`config.mk`:
```
export PLATFORM = sky130hd
export DESIGN_NAME = link_train_fsm
export DESIGN_NICKNAME = d
export VERILOG_FILES = /design/src/rtl/lt_pkg.sv /design/src/rtl/lt_timer.sv /design/src/rtl/lt_rate_ctl.sv /design/src/rtl/link_train_fsm.sv
export SDC_FILE = /design/constraint.sdc
export NUM_CORES = 1
export LEC_CHECK = 0
export CORE_ASPECT_RATIO = 2
export CORE_MARGIN = 1.5
export CORE_UTILIZATION = 40
export DETAILED_ROUTE_END_ITERATION = 10
export GPL_ROUTABILITY_DRIVEN = 0
export MAX_ROUTING_LAYER = met4
export PLACE_DENSITY = 0.6
export SLEW_MARGIN = 10
export SYNTH_ARGS = -nofsm -noshare
export SYNTH_HDL_FRONTEND = slang
export SYNTH_SLANG_ARGS = --single-unit
```
`constraint.sdc`:
```
create_clock -name clk_i -period 2.4 [get_ports clk_i]
set_input_delay 0.36 -clock clk_i [delete_from_list [all_inputs] [get_ports clk_i]]
set_output_delay 0.36 -clock clk_i [all_outputs]
set_load 0.02 [all_outputs]
```
`src/rtl/lt_pkg.sv`:
```
package lt_pkg;
  localparam int RATE_W = 3;

  typedef enum logic [2:0] {
    ST_DETECT = 3'd0,
    ST_POLL   = 3'd1,
    ST_CFG    = 3'd2,
    ST_RECOV  = 3'd3,
    ST_L0     = 3'd4,
    ST_L0S    = 3'd5,
    ST_L1     = 3'd6,
    ST_L2     = 3'd7
  } lt_state_e;
endpackage

```
`src/rtl/lt_timer.sv`:
```
module lt_timer #(
  parameter int W = 8
) (
  input  logic         clk_i,
  input  logic         rst_ni,
  input  logic         clr_i,
  input  logic         en_i,
  output logic [W-1:0] cnt_o
);
  always_ff @(posedge clk_i or negedge rst_ni) begin
    if (!rst_ni)    cnt_o <= '0;
    else if (clr_i) cnt_o <= '0;
    else if (en_i)  cnt_o <= cnt_o + W'(1);
  end
endmodule

```
`src/rtl/lt_rate_ctl.sv`:
```
module lt_rate_ctl
  import lt_pkg::*;
#(
  parameter int MAX_RATE = 4
) (
  input  logic              clk_i,
  input  logic              rst_ni,
  input  logic              ld_max_i,
  input  logic              dec_i,
  input  logic              clr_i,
  output logic [RATE_W-1:0] rate_o,
  output logic              at_min_o,
  output logic              below_max_o
);
  localparam logic [RATE_W-1:0] RMAX = RATE_W'(MAX_RATE);

  always_ff @(posedge clk_i or negedge rst_ni) begin
    if (!rst_ni)       rate_o <= '0;
    else if (clr_i)    rate_o <= '0;
    else if (ld_max_i) rate_o <= RMAX;
    else if (dec_i && rate_o != '0) rate_o <= rate_o - RATE_W'(1);
  end

  assign at_min_o    = (rate_o == '0);
  assign below_max_o = (rate_o < RMAX);

  p_rate_cap_r4: assert property (@(posedge clk_i) disable iff (!rst_ni)
    rate_o <= RMAX);
  p_step_one_r6: assert property (@(posedge clk_i) disable iff (!rst_ni)
    (dec_i && !clr_i && !ld_max_i && !at_min_o) |=> rate_o == $past(rate_o) - RATE_W'(1));
endmodule

```
`src/rtl/link_train_fsm.sv`:
```
module link_train_fsm
  import lt_pkg::*;
#(
  parameter int TMO_CYC  = 1024,
  parameter int MAX_RATE = 4,
  parameter int IVAL_W   = 16
) (
  input  logic              clk_i,
  input  logic              rst_ni,
  input  logic              rx_detect_i,
  input  logic              lock_i,
  input  logic              cfg_done_i,
  input  logic              eq_done_i,
  input  logic              eq_fail_i,
  input  logic [1:0]        pwr_req_i,
  input  logic [IVAL_W-1:0] retry_ival_i,
  output logic [2:0]        state_o,
  output logic [2:0]        rate_o,
  output logic              eq_start_o
);
  localparam int TW = $clog2(TMO_CYC + 1);

  lt_state_e         state_q, state_d;
  logic [TW-1:0]     tcnt;
  logic [IVAL_W-1:0] rcnt;
  logic              tmo, chg, restart, ld_max, dec, clr_rate;
  logic              at_min, below_max, eq_q;
  logic [RATE_W-1:0] rate;

  assign tmo = (tcnt == TW'(TMO_CYC - 1));

  always_comb begin
    state_d = state_q;
    restart = 1'b0;
    ld_max  = 1'b0;
    dec     = 1'b0;
    unique case (state_q)
      ST_DETECT: if (rx_detect_i) state_d = ST_POLL;
      ST_POLL: begin
        if (lock_i)   state_d = ST_CFG;
        else if (tmo) state_d = ST_DETECT;
      end
      ST_CFG: begin
        if (cfg_done_i) begin
          state_d = ST_RECOV;
          ld_max  = 1'b1;
        end else if (tmo) state_d = ST_DETECT;
      end
      ST_RECOV: begin
        if (eq_done_i) state_d = ST_L0;
        else if (eq_fail_i || tmo) begin
          if (at_min) state_d = ST_DETECT;
          else begin
            dec     = 1'b1;
            restart = 1'b1;
          end
        end
      end
      ST_L0: begin
        if (pwr_req_i != 2'd0) begin
          unique case (pwr_req_i)
            2'd1:    state_d = ST_L0S;
            2'd2:    state_d = ST_L1;
            default: state_d = ST_L2;
          endcase
        end else if (below_max && rcnt >= retry_ival_i) begin
          state_d = ST_RECOV;
          ld_max  = 1'b1;
        end
      end
      ST_L0S: if (pwr_req_i == 2'd0) state_d = ST_L0;
      ST_L1:  if (pwr_req_i == 2'd0) state_d = ST_RECOV;
      default: if (pwr_req_i == 2'd0) state_d = ST_DETECT;
    endcase
  end

  assign chg      = (state_d != state_q);
  assign clr_rate = (state_d == ST_DETECT);

  always_ff @(posedge clk_i or negedge rst_ni) begin
    if (!rst_ni) begin
      state_q <= ST_DETECT;
      eq_q    <= 1'b0;
    end else begin
      state_q <= state_d;
      eq_q    <= (state_d == ST_RECOV) && (chg || restart);
    end
  end

  lt_timer #(.W(TW)) u_wait_tmr (
    .clk_i  (clk_i),
    .rst_ni (rst_ni),
    .clr_i  (chg || restart),
    .en_i   (state_q inside {ST_POLL, ST_CFG, ST_RECOV}),
    .cnt_o  (tcnt)
  );

  lt_timer #(.W(IVAL_W)) u_retry_tmr (
    .clk_i  (clk_i),
    .rst_ni (rst_ni),
    .clr_i  (chg),
    .en_i   (state_q == ST_L0 && below_max),
    .cnt_o  (rcnt)
  );

  lt_rate_ctl #(.MAX_RATE(MAX_RATE)) u_rate (
    .clk_i       (clk_i),
    .rst_ni      (rst_ni),
    .ld_max_i    (ld_max),
    .dec_i       (dec),
    .clr_i       (clr_rate),
    .rate_o      (rate),
    .at_min_o    (at_min),
    .below_max_o (below_max)
  );

  assign state_o    = state_q;
  assign rate_o     = rate;
  assign eq_start_o = eq_q;

  p_eq_in_recov_r4: assert property (@(posedge clk_i) disable iff (!rst_ni)
    eq_q |-> state_q == ST_RECOV);
  p_poll_exit_r3: assert property (@(posedge clk_i) disable iff (!rst_ni)
    state_q == ST_POLL |=> state_q inside {ST_POLL, ST_CFG, ST_DETECT});
  p_tmo_bound_r3: assert property (@(posedge clk_i) disable iff (!rst_ni)
    (state_q inside {ST_POLL, ST_CFG, ST_RECOV}) |-> tcnt < TW'(TMO_CYC));
  p_done_wins_r5: assert property (@(posedge clk_i) disable iff (!rst_ni)
    (state_q == ST_RECOV && eq_done_i) |=> state_q == ST_L0);
  p_fallback_r6: assert property (@(posedge clk_i) disable iff (!rst_ni)
    (state_q == ST_RECOV && !eq_done_i && eq_fail_i && rate != '0) |=> (state_q == ST_RECOV && eq_q));
  p_min_fail_r7: assert property (@(posedge clk_i) disable iff (!rst_ni)
    (state_q == ST_RECOV && !eq_done_i && eq_fail_i && rate == '0) |=> state_q == ST_DETECT);
  p_l2_exit_r10: assert property (@(posedge clk_i) disable iff (!rst_ni)
    state_q == ST_L2 |=> state_q inside {ST_L2, ST_DETECT});
endmodule

```
==> impl_summary.txt, run 1 <==
----------------------------------------------------
[Synthesis]
  Sequential fraction of the synthesis area ... 0.351
  Post-synthesis register bit count ... 34
  Cells taking the most area after synthesis ... sky130_fd_sc_hd__dfrtp_1, sky130_fd_sc_hd__ha_1, sky130_fd_sc_hd__nor2_1, sky130_fd_sc_hd__xor2_1, sky130_fd_sc_hd__xnor2_1
  Library cell with the highest instance count after synthesis ... sky130_fd_sc_hd__nor2_1
  Fraction of registers with async set or reset after synthesis ... 1.00
  Mean area per synthesized cell ... roughly 9 um^2
  Post-Syn Area ... between 0.002 and 0.0025 mm^2
  Number of instances in the synthesized netlist ... 268
  Primary FF master, synth ... sky130_fd_sc_hd__dfrtp_1
  Leading cell types by count after synthesis ... sky130_fd_sc_hd__nor2_1, sky130_fd_sc_hd__dfrtp_1, sky130_fd_sc_hd__inv_1
  Syn Nets ... ~310
  Area share of the largest cell type after synthesis ... 0.351
  Cell type with the largest total area after synthesis ... sky130_fd_sc_hd__dfrtp_1
  Distinct cell type count of the synthesized netlist ... 48
  Number of synthesized flops with an enable pin ... 0
  Number of synthesis warnings ... 0

[STA]
  Worst Max-Slew Pin Slew ... 0.512 ns
  Worst clock skew ... 0.00407 ns
  Part of the cycle the worst path needs ... 1.09
  Count of final max-slew check failures ... 0
  Min Clock Period, post-route ... between 2 and 3 ns
  Worst Setup Slack, final ... -0.221 ns
  Number of endpoints with negative hold slack in the final report ... 0
  Unrepaired setup endpoints after global routing ... true
  Setup-violating endpoint count in the final report ... 31
  Max Clock Freq ... between 300 and 400 MHz
  Max-slew headroom at the worst pin ... 0.656
  Worst hold slack across all endpoints ... ~0.5 ns

[Global routing]
  Total global routing overflow ... 0
  Via count of the first global-routing pass ... 2355
  Wire length of the first global-routing pass ... between 10000 and 15000 um
  Maximum number of pins on one net before global-route repair ... 35
  Overall Global Routing Usage ... 0.200
  Initial antenna violation count ... 0

[Critical path]
  Crit path arrival time ... 2.79 ns
  Highest fanout seen on the critical path ... 5
  Critical R2R Launch ... u_retry_tmr.cnt_o[0]$_DFFE_PN0P_
  Critical Path Start ... u_retry_tmr.cnt_o[0]$_DFFE_PN0P_
  CP Launch Type ... flop
  Category of the worst setup path capture point ... flop
  Worst Setup Path Type ... flop to flop
  Required time worst endpoint ... around 2.6 ns

[Route]
  Number of vias per cell ... ~5.4
  DR WL met3 ... 201 um
  Top sig layer ... met4
  Overall via count from detail_route ... 2209
  Drt total wl ... about 6100 um
  Violation count after the first detailed-routing iteration ... between 70 and 80
  Met2 wire length ... 3340 um
  Met1 routed wirelength after detailed routing ... 2360 um
  Detailed-route wire length per cell ... ~15 um
  Remaining DRCs ... 3
  Antenna-violating nets left ... 0
  DRT Pass-1 Iters ... 7

[Finish]
  Diode insertion count for antenna repair ... 0
  Layout Utilization ... 0.604
  Fraction of layout cells with a size suffix above 1 ... 0.277
  Syn-to-layout area delta ... 47.3%
  Number of nets in the final layout ... 390
  Final instance area ... ~0.0036 mm^2

[Clocking]
  Cell chosen for the clock root ... sky130_fd_sc_hd__clkbuf_16
  CTS tree ... done
  Maximum root-to-sink buffer count ... 2
  CTS buffer count ... 5
  Clock Pin Slew Worst Setup and Hold Paths ... about 0.06 ns
  Number of clock sinks ... 34
  Skew-Pair Late Insertion Delay ... 0.28 ns
  Total number of H-tree levels ... 2
  Post-CTS Hold Buffers ... 0

[Die]
  Vert. Die Dim ... between 100 and 150 um
  Number of top-level pins ... 32
  Starting density of the core ... 0.410
  Total number of placement rows ... 40
  Die boundary width ... 58.0 um
  Standard cell core area ... 0.00591 mm^2
  Total die area ... roughly 0.0066 mm^2

[Power and ir drop]
  Total net switching power ... between 1000 and 1500 uW
  Overall power consumption ... between 3000 and 4000 uW
  Fraction of power consumed by the clock network ... 0.260
  Static Leakage ... between 0.0015 and 0.002 uW
  Logic pwr share ... 0.498
  Part of the total power dissipated in sequential elements ... 0.242
  Fraction of power spent switching nets ... 0.381
  Pwr/cell area ... 907 mW/mm^2
  Maximum vdd drop ... just over 0.0009 V
  Internal Pwr Total ... roughly 2000 uW

[Placed design]
  Dpl cell area ... a little over 0.003 mm^2
  Worst slack after detailed placement ... -0.675 ns
  Number of buffer cells added on primary ports ... 31
  Hpwl dp ... roughly 4400 um

[Worst hold path]
  Worst min-delay path category ... input port to asynchronous set/reset pin

[Flow run]
  Max_cap viols ... 0

[Status]
  Outcome ... finished, violations left
  Failing checks ... design-rule violations, negative setup slack

----------------------------------------------------
per-stage QoR:
stage                     TNS, ns  instances
after floorplan           -0.0477        268
after global placement     -17.38        396
after detailed placement   -19.16        396
after CTS                   -4.80        407
after global routing        -9.33        409
final                       -5.40        409
cell usage in the layout (no fill, tap or decap), types with 2 or more instances in the layout:
| master | Yosys | routed |
|---|---|---|
| sky130_fd_sc_hd__nor2_2 | 0 | 3 |
| sky130_fd_sc_hd__mux2i_1 | 3 | 3 |
| sky130_fd_sc_hd__and2_1 | 2 | 2 |
| sky130_fd_sc_hd__nand2b_1 | 3 | 2 |
| sky130_fd_sc_hd__inv_1 | 25 | 21 |
| sky130_fd_sc_hd__dlygate4sd2_1 | 0 | 4 |
| sky130_fd_sc_hd__buf_6 | 1 | 5 |
| sky130_fd_sc_hd__nand4_1 | 8 | 8 |
| sky130_fd_sc_hd__o21ai_0 | 9 | 8 |
| sky130_fd_sc_hd__o21a_1 | 2 | 2 |
| sky130_fd_sc_hd__xor2_1 | 16 | 16 |
| sky130_fd_sc_hd__bufinv_16 | 0 | 2 |
| sky130_fd_sc_hd__nor3_1 | 11 | 5 |
| sky130_fd_sc_hd__ha_4 | 0 | 4 |
| sky130_fd_sc_hd__ha_1 | 20 | 14 |
| sky130_fd_sc_hd__nor3_4 | 0 | 4 |
| sky130_fd_sc_hd__nor4_1 | 2 | 2 |
| sky130_fd_sc_hd__a31oi_1 | 3 | 2 |
| sky130_fd_sc_hd__a21oi_2 | 0 | 2 |
| sky130_fd_sc_hd__and3_1 | 7 | 7 |
| sky130_fd_sc_hd__inv_2 | 0 | 4 |
| sky130_fd_sc_hd__and4_1 | 2 | 2 |
| sky130_fd_sc_hd__a21oi_1 | 8 | 5 |
| sky130_fd_sc_hd__nor2_4 | 0 | 3 |
| sky130_fd_sc_hd__dlymetal6s2s_1 | 0 | 4 |
| sky130_fd_sc_hd__a211oi_1 | 3 | 2 |
| sky130_fd_sc_hd__nor3_2 | 4 | 6 |
| sky130_fd_sc_hd__buf_4 | 1 | 41 |
| sky130_fd_sc_hd__nand2_1 | 15 | 15 |
| sky130_fd_sc_hd__nand3_1 | 7 | 7 |
| sky130_fd_sc_hd__nor2_1 | 40 | 34 |
| sky130_fd_sc_hd__xnor2_1 | 11 | 11 |
| sky130_fd_sc_hd__clkbuf_16 | 0 | 5 |
| sky130_fd_sc_hd__ha_2 | 0 | 2 |
| sky130_fd_sc_hd__dfrtp_1 | 34 | 34 |
| sky130_fd_sc_hd__clkdlybuf4s50_1 | 0 | 23 |
| sky130_fd_sc_hd__nor2b_1 | 4 | 4 |
state kept, by name (all words and copies together) (netlist names):
name,flops
eq_start_o,1
state_o,3
u_rate.rate_o,3
u_retry_tmr.cnt_o,16
u_wait_tmr.cnt_o,11
power groups by stage:
| stage | Combinational [uW] | Sequential [uW] | Clock, uW |
|---|---|---|---|
| 2_1_floorplan | 807 | 811 | 0 |
| 3_3_place_gp | 1320 | 786 | 0 |
| 3_5_place_dp | 1330 | 787 | 0 |
| 4_1_cts | 1500 | 776 | 853 |
| 5_1_grt | 1750 | 795 | 873 |
| 6_report | 1610 | 781 | 842 |
metal layers:
metal,global-route usage,up-vias
li1,-,1089
met1,0.216,1052
met2,0.354,50
met3,0.0297,18
met4,0.0853,0
met5,-,-
layout make-up:
cell class / instances / area (um^2)
clock buffer: 5 / 125
clock inverter: 3 / 68.8
fill: 511 / 2340
inverter: 25 / 93.8
multi-input combinational: 202 / 1670
sequential: 34 / 851
tap: 63 / 78.8
timing repair buffer: 77 / 679
worst max-delay path, cell delays in order (launching register included):
cell and delay, ns:
sky130_fd_sc_hd__dfrtp_1 0.35, sky130_fd_sc_hd__inv_1 0.05, sky130_fd_sc_hd__ha_1 0.29, sky130_fd_sc_hd__nand2b_4 0.14
sky130_fd_sc_hd__a2111o_1 0.39, sky130_fd_sc_hd__a41oi_4 0.26, sky130_fd_sc_hd__nand3_4 0.12, sky130_fd_sc_hd__a2111oi_4 0.40
sky130_fd_sc_hd__o32ai_4 0.19, sky130_fd_sc_hd__buf_6 0.17, sky130_fd_sc_hd__o21a_1 0.16
final timing paths:
| kind | end | slack [ns] | cells after the start |
|---|---|---|---|
| hold reg to reg | u_wait_tmr.cnt_o[0]$_DFFE_PN0P_ | 0.59 | 2 |
| min in group clk_i | u_wait_tmr.cnt_o[0]$_DFFE_PN0P_ | 0.59 | 2 |
| setup / recovery | eq_start_o$_DFF_PN0_ | -0.22 | 10 |
| max in group asynchronous | u_rate.rate_o[0]$_DFFE_PN0P_ | 1.58 | 2 |
| setup reg to reg | eq_start_o$_DFF_PN0_ | -0.22 | 10 |
| hold / removal | u_retry_tmr.cnt_o[5]$_DFFE_PN0P_ | 0.50 | 2 |
logic make-up after synthesis:
logic type	after synthesis	synth area share
mux	3	0.0124
fa+ha+maj	20	0.103
simple gates	113	0.251
compound gates	39	0.130
flops	34	0.351
xor+xnor	27	0.0976
buf+inv	32	0.0547
timing repair:
item | CTS | global route
cloned | 1 | 0
gates resized for setup | 28 | 30
setup buffers | 2 | 3
endpoints found under the setup margin | 33 | 34
pin swaps | 29 | 17
No activity file was read; power rests on OpenSTA's default activity.
==> run 2, diff against run 1 <==
--- a/config.mk
+++ b/config.mk
@@ -5,6 +5,7 @@
 export SDC_FILE = /design/constraint.sdc
 export NUM_CORES = 1
 export LEC_CHECK = 0
+export ABC_AREA = 1
 export CORE_ASPECT_RATIO = 2
 export CORE_MARGIN = 1.5
 export CORE_UTILIZATION = 40
==> impl_summary.txt, run 2 <==
----------------------------------------------------
[STA]
  Part of the cycle the worst path needs ... 0.959 (-0.133)
  Min Clock Period, post-route ... 2.30 ns (-0.319 ns)
  Number of endpoints with negative hold slack in the final report ... 0 (unchanged)
  Max Clock Freq ... 434 MHz (+14%)
  Count of final max-slew check failures ... 0 (unchanged)
  Worst clock skew ... 0.00298 ns (-0.00109 ns)
  Worst Max-Slew Pin Slew ... 0.485 ns (-0.0272 ns)
  Setup-violating endpoint count in the final report ... 0 (-100%)
  Max-slew headroom at the worst pin ... 0.674 (+0.0188)
  Worst hold slack across all endpoints ... 0.495 ns (-0.00109 ns)

[Clocking]
  Clock Pin Slew Worst Setup and Hold Paths ... 0.05 ns (about the same)
  CTS buffer count ... 5 (unchanged)
  Maximum root-to-sink buffer count ... 2 (unchanged)
  Skew-Pair Late Insertion Delay ... 0.28 ns (about the same)
  Cell chosen for the clock root ... sky130_fd_sc_hd__clkbuf_16
  Number of clock sinks ... 34 (unchanged)
  Total number of H-tree levels ... 2 (unchanged)
  CTS tree ... done

[Placed design]
  Number of buffer cells added on primary ports ... 31 (unchanged)
  Hpwl dp ... 4160 um (-5.5%)

[Die]
  Vert. Die Dim ... 114 um (+1.2%)
  Number of top-level pins ... 32 (unchanged)
  Starting density of the core ... 0.413 (+0.00296)
  Total number of placement rows ... 40 (unchanged)
  Die boundary width ... 58.7 um (+1.1%)
  Standard cell core area ... 0.00601 mm^2 (+1.7%)
  Total die area ... 0.00671 mm^2 (+2.3%)

[Critical path]
  CP Launch Type ... input port
  Category of the worst setup path capture point ... flop
  Crit path arrival time ... 2.51 ns (-0.28 ns)
  Highest fanout seen on the critical path ... 7 (+2)
  Capturing point of the worst reg2reg path ... u_retry_tmr.cnt_o[1]$_DFFE_PN0P_
  Critical R2R Launch ... u_retry_tmr.cnt_o[4]$_DFFE_PN0P_
  Destination of the critical timing path ... u_retry_tmr.cnt_o[1]$_DFFE_PN0P_
  R2R cell count ... 19 (+9)
  Required time worst endpoint ... 2.61 ns (+0.04 ns)
  Critical Path Start ... retry_ival_i[14]
  R2R setup slack ... 0.14 ns (+0.36 ns)
  Worst Setup Path Type ... input port to flop

[Finish]
  Number of nets in the final layout ... 414 (+6.2%)
  Number of flip-flops in the largest register ... 16 (unchanged)
  Most common cell after layout, fill and taps aside ... sky130_fd_sc_hd__nand2_1
  Top library cells by usage in the layout, fill and taps aside ... sky130_fd_sc_hd__nand2_1, sky130_fd_sc_hd__inv_1, sky130_fd_sc_hd__dfrtp_1
  Biggest registers after layout ... u_retry_tmr.cnt_o (16), u_wait_tmr.cnt_o (11)
  Diode insertion count for antenna repair ... 0 (unchanged)
  Fraction of layout cells with a size suffix above 1 ... 0.290 (+0.0125)
  Layout Utilization ... 0.570 (-0.0336)
  Syn-to-layout area delta ... 38.1%
  Largest Register ... u_retry_tmr.cnt_o

[Synthesis]
  Library cell with the highest instance count after synthesis ... sky130_fd_sc_hd__nand2_1
  Cells taking the most area after synthesis ... sky130_fd_sc_hd__dfrtp_1, sky130_fd_sc_hd__ha_1, sky130_fd_sc_hd__nand2_1, sky130_fd_sc_hd__inv_1, sky130_fd_sc_hd__xor2_1
  Fraction of registers with async set or reset after synthesis ... 1.00 (unchanged)
  Mean area per synthesized cell ... 7.78 um^2 (-14%)
  Syn Nets ... 364 (+16%)
  Area share of the largest cell type after synthesis ... 0.343 (-0.00832)
  Number of synthesis warnings ... 0 (unchanged)
  Number of synthesized flops with an enable pin ... 0 (unchanged)
  Number of instances in the synthesized netlist ... 319 (+19%)
  Sequential fraction of the synthesis area ... 0.343 (-0.00832)
  Cell type with the largest total area after synthesis ... sky130_fd_sc_hd__dfrtp_1
  Primary FF master, synth ... sky130_fd_sc_hd__dfrtp_1
  Leading cell types by count after synthesis ... sky130_fd_sc_hd__nand2_1, sky130_fd_sc_hd__inv_1, sky130_fd_sc_hd__dfrtp_1
  Distinct cell type count of the synthesized netlist ... 31 (-35%)
  Post-Syn Area ... 0.00248 mm^2 (+2.4%)
  Post-synthesis register bit count ... 34 (unchanged)

[Power and ir drop]
  Maximum vdd drop ... 0.000787 V (-15%)
  Static Leakage ... 0.00160 uW (-2.0%)
  Pwr/cell area ... 916 mW/mm^2 (+1.0%)

[Route]
  DRT Pass-1 Iters ... 4 (-3)
  Remaining DRCs ... 0 (-3)
  Overall via count from detail_route ... 2182 (-1.2%)
  Number of vias per cell ... 5.05 (-6.5%)
  Drt total wl ... 5840 um (-4.7%)
  Antenna-violating nets left ... 0 (unchanged)
  Violation count after the first detailed-routing iteration ... 62 (-17%)
  Detailed-route wire length per cell ... 13.5 um (-9.7%)

[Global routing]
  Met1 global-route usage ... 0.176 (-0.0396)
  Via count of the first global-routing pass ... 2113 (-10%)
  Overall Global Routing Usage ... 0.182 (-0.0182)
  Wire length of the first global-routing pass ... 9050 um (-11%)
  Total global routing overflow ... 0 (unchanged)
  Initial antenna violation count ... 0 (unchanged)
  Met2 Resource Use GR ... 0.341 (-0.0130)
  Met3 Track Usage GR ... 0.0328 (+0.00305)
  Maximum number of pins on one net before global-route repair ... 35 (unchanged)
  Most utilized layer in the global route result ... met2

[Status]
  Outcome ... finished, final reports clean

[Flow run]
  Max_cap viols ... 0 (unchanged)

[Worst hold path]
  Worst min-delay path category ... input port to asynchronous set/reset pin

----------------------------------------------------
## run 2: cell families (layout without fill, tap and decap cells)
group,Yosys count,after routing,synth area share
flip-flops,34,34,0.343
multiplexers,1,1,0.00403
XOR/XNOR,25,25,0.0883
buffers and inverters,55,104,0.0928
AND/OR/NAND/NOR,165,166,0.329
adder cells (fa/ha/maj),20,20,0.101
AO/OA/AOI/OAI,19,19,0.0424
## run 2: worst max-delay path: stages
cell and delay [ns]:
sky130_fd_sc_hd__clkdlybuf4s50_1 0.46, sky130_fd_sc_hd__inv_1 0.04, sky130_fd_sc_hd__ha_1 0.29, sky130_fd_sc_hd__nand2_2 0.11, sky130_fd_sc_hd__o21ai_1 0.09, sky130_fd_sc_hd__a21oi_1 0.15, sky130_fd_sc_hd__nand2_2 0.09, sky130_fd_sc_hd__nand2_2 0.10
sky130_fd_sc_hd__nand3_2 0.08, sky130_fd_sc_hd__nand3_2 0.09, sky130_fd_sc_hd__nand2_2 0.07, sky130_fd_sc_hd__nand2_2 0.08, sky130_fd_sc_hd__nand2_2 0.07, sky130_fd_sc_hd__nand2_4 0.13, sky130_fd_sc_hd__nand2_8 0.08, sky130_fd_sc_hd__buf_12 0.14
sky130_fd_sc_hd__a21oi_4 0.10
## run 2: cell type report
class                      count  area [um^2]
clock buffer                   6          139
clock inverter                 1         30.0
fill                         551         2580
inverter                      53          199
multi-input combinational    231         1660
sequential                    34          851
tap                           63         78.8
timing repair buffer          44          465
## run 2: how the worst min path moves through the flow
stage                                           from                                to  slack (ns)  cells after the start
finish                                        rst_ni  u_retry_tmr.cnt_o[0]$_DFFE_PN0P_        0.49                      2
global route                                  rst_ni   u_wait_tmr.cnt_o[5]$_DFFE_PN0P_        0.54                      2
CTS                                           rst_ni   u_wait_tmr.cnt_o[5]$_DFFE_PN0P_        0.51                      2
detailed placement  u_wait_tmr.cnt_o[10]$_DFFE_PN0P_  u_wait_tmr.cnt_o[10]$_DFFE_PN0P_        0.54                      2
global placement    u_wait_tmr.cnt_o[10]$_DFFE_PN0P_  u_wait_tmr.cnt_o[10]$_DFFE_PN0P_        0.54                      2
floorplan                                     rst_ni              eq_start_o$_DFF_PN0_        0.06                      0
## run 2: what timing repair did
action / 4_1_cts / 5_1_grt
setup endpoints to repair: 1 / 31
hold buffers: 0 / 0
endpoints found under the hold margin: 0 / 0
cloned: 1 / 1
pin swaps: 1 / 25
gates resized for setup: 1 / 60
buffers inserted: 0 / 2
## run 2: metal layers
layer	wire, um	vias to the layer above
li1	-	1112
met1	2130	1027
met2	3440	34
met3	143	9
met4	125	0
met5	0	-
## run 2: metrics by stage
step | area (um^2) | instances | TNS [ns] | power, uW | setup WS, ns
2_1_floorplan | 2480 | 319 | 0 | 1600 | 0.381
3_3_place_gp | 2940 | 421 | -6.51 | 2050 | -0.286
3_5_place_dp | 2940 | 421 | -7.70 | 2060 | -0.315
4_1_cts | 3120 | 429 | 0 | 2880 | 0.00204
5_1_grt | 3430 | 432 | -0.807 | 3340 | -0.0598
6_report | 3430 | 432 | 0 | 3140 | 0.0983
## run 2: power by group
| part | switching (uW) | internal (uW) | leakage [uW] | total (uW) |
|---|---|---|---|---|
| clock network | 232 | 512 | 0.0000829 | 743 |
| registers | 68.8 | 622 | 0.000469 | 691 |
| logic | 996 | 707 | 0.00105 | 1700 |
| total | 1300 | 1840 | 0.00160 | 3140 |
==> run 3, diff against run 2 <==
--- a/config.mk
+++ b/config.mk
@@ -6,6 +6,7 @@
 export NUM_CORES = 1
 export LEC_CHECK = 0
 export ABC_AREA = 1
+export CAP_MARGIN = 40
 export CORE_ASPECT_RATIO = 2
 export CORE_MARGIN = 1.5
 export CORE_UTILIZATION = 40
==> results of run 3 <==
Final layout, timing and power as in run 2 (identical DEF).
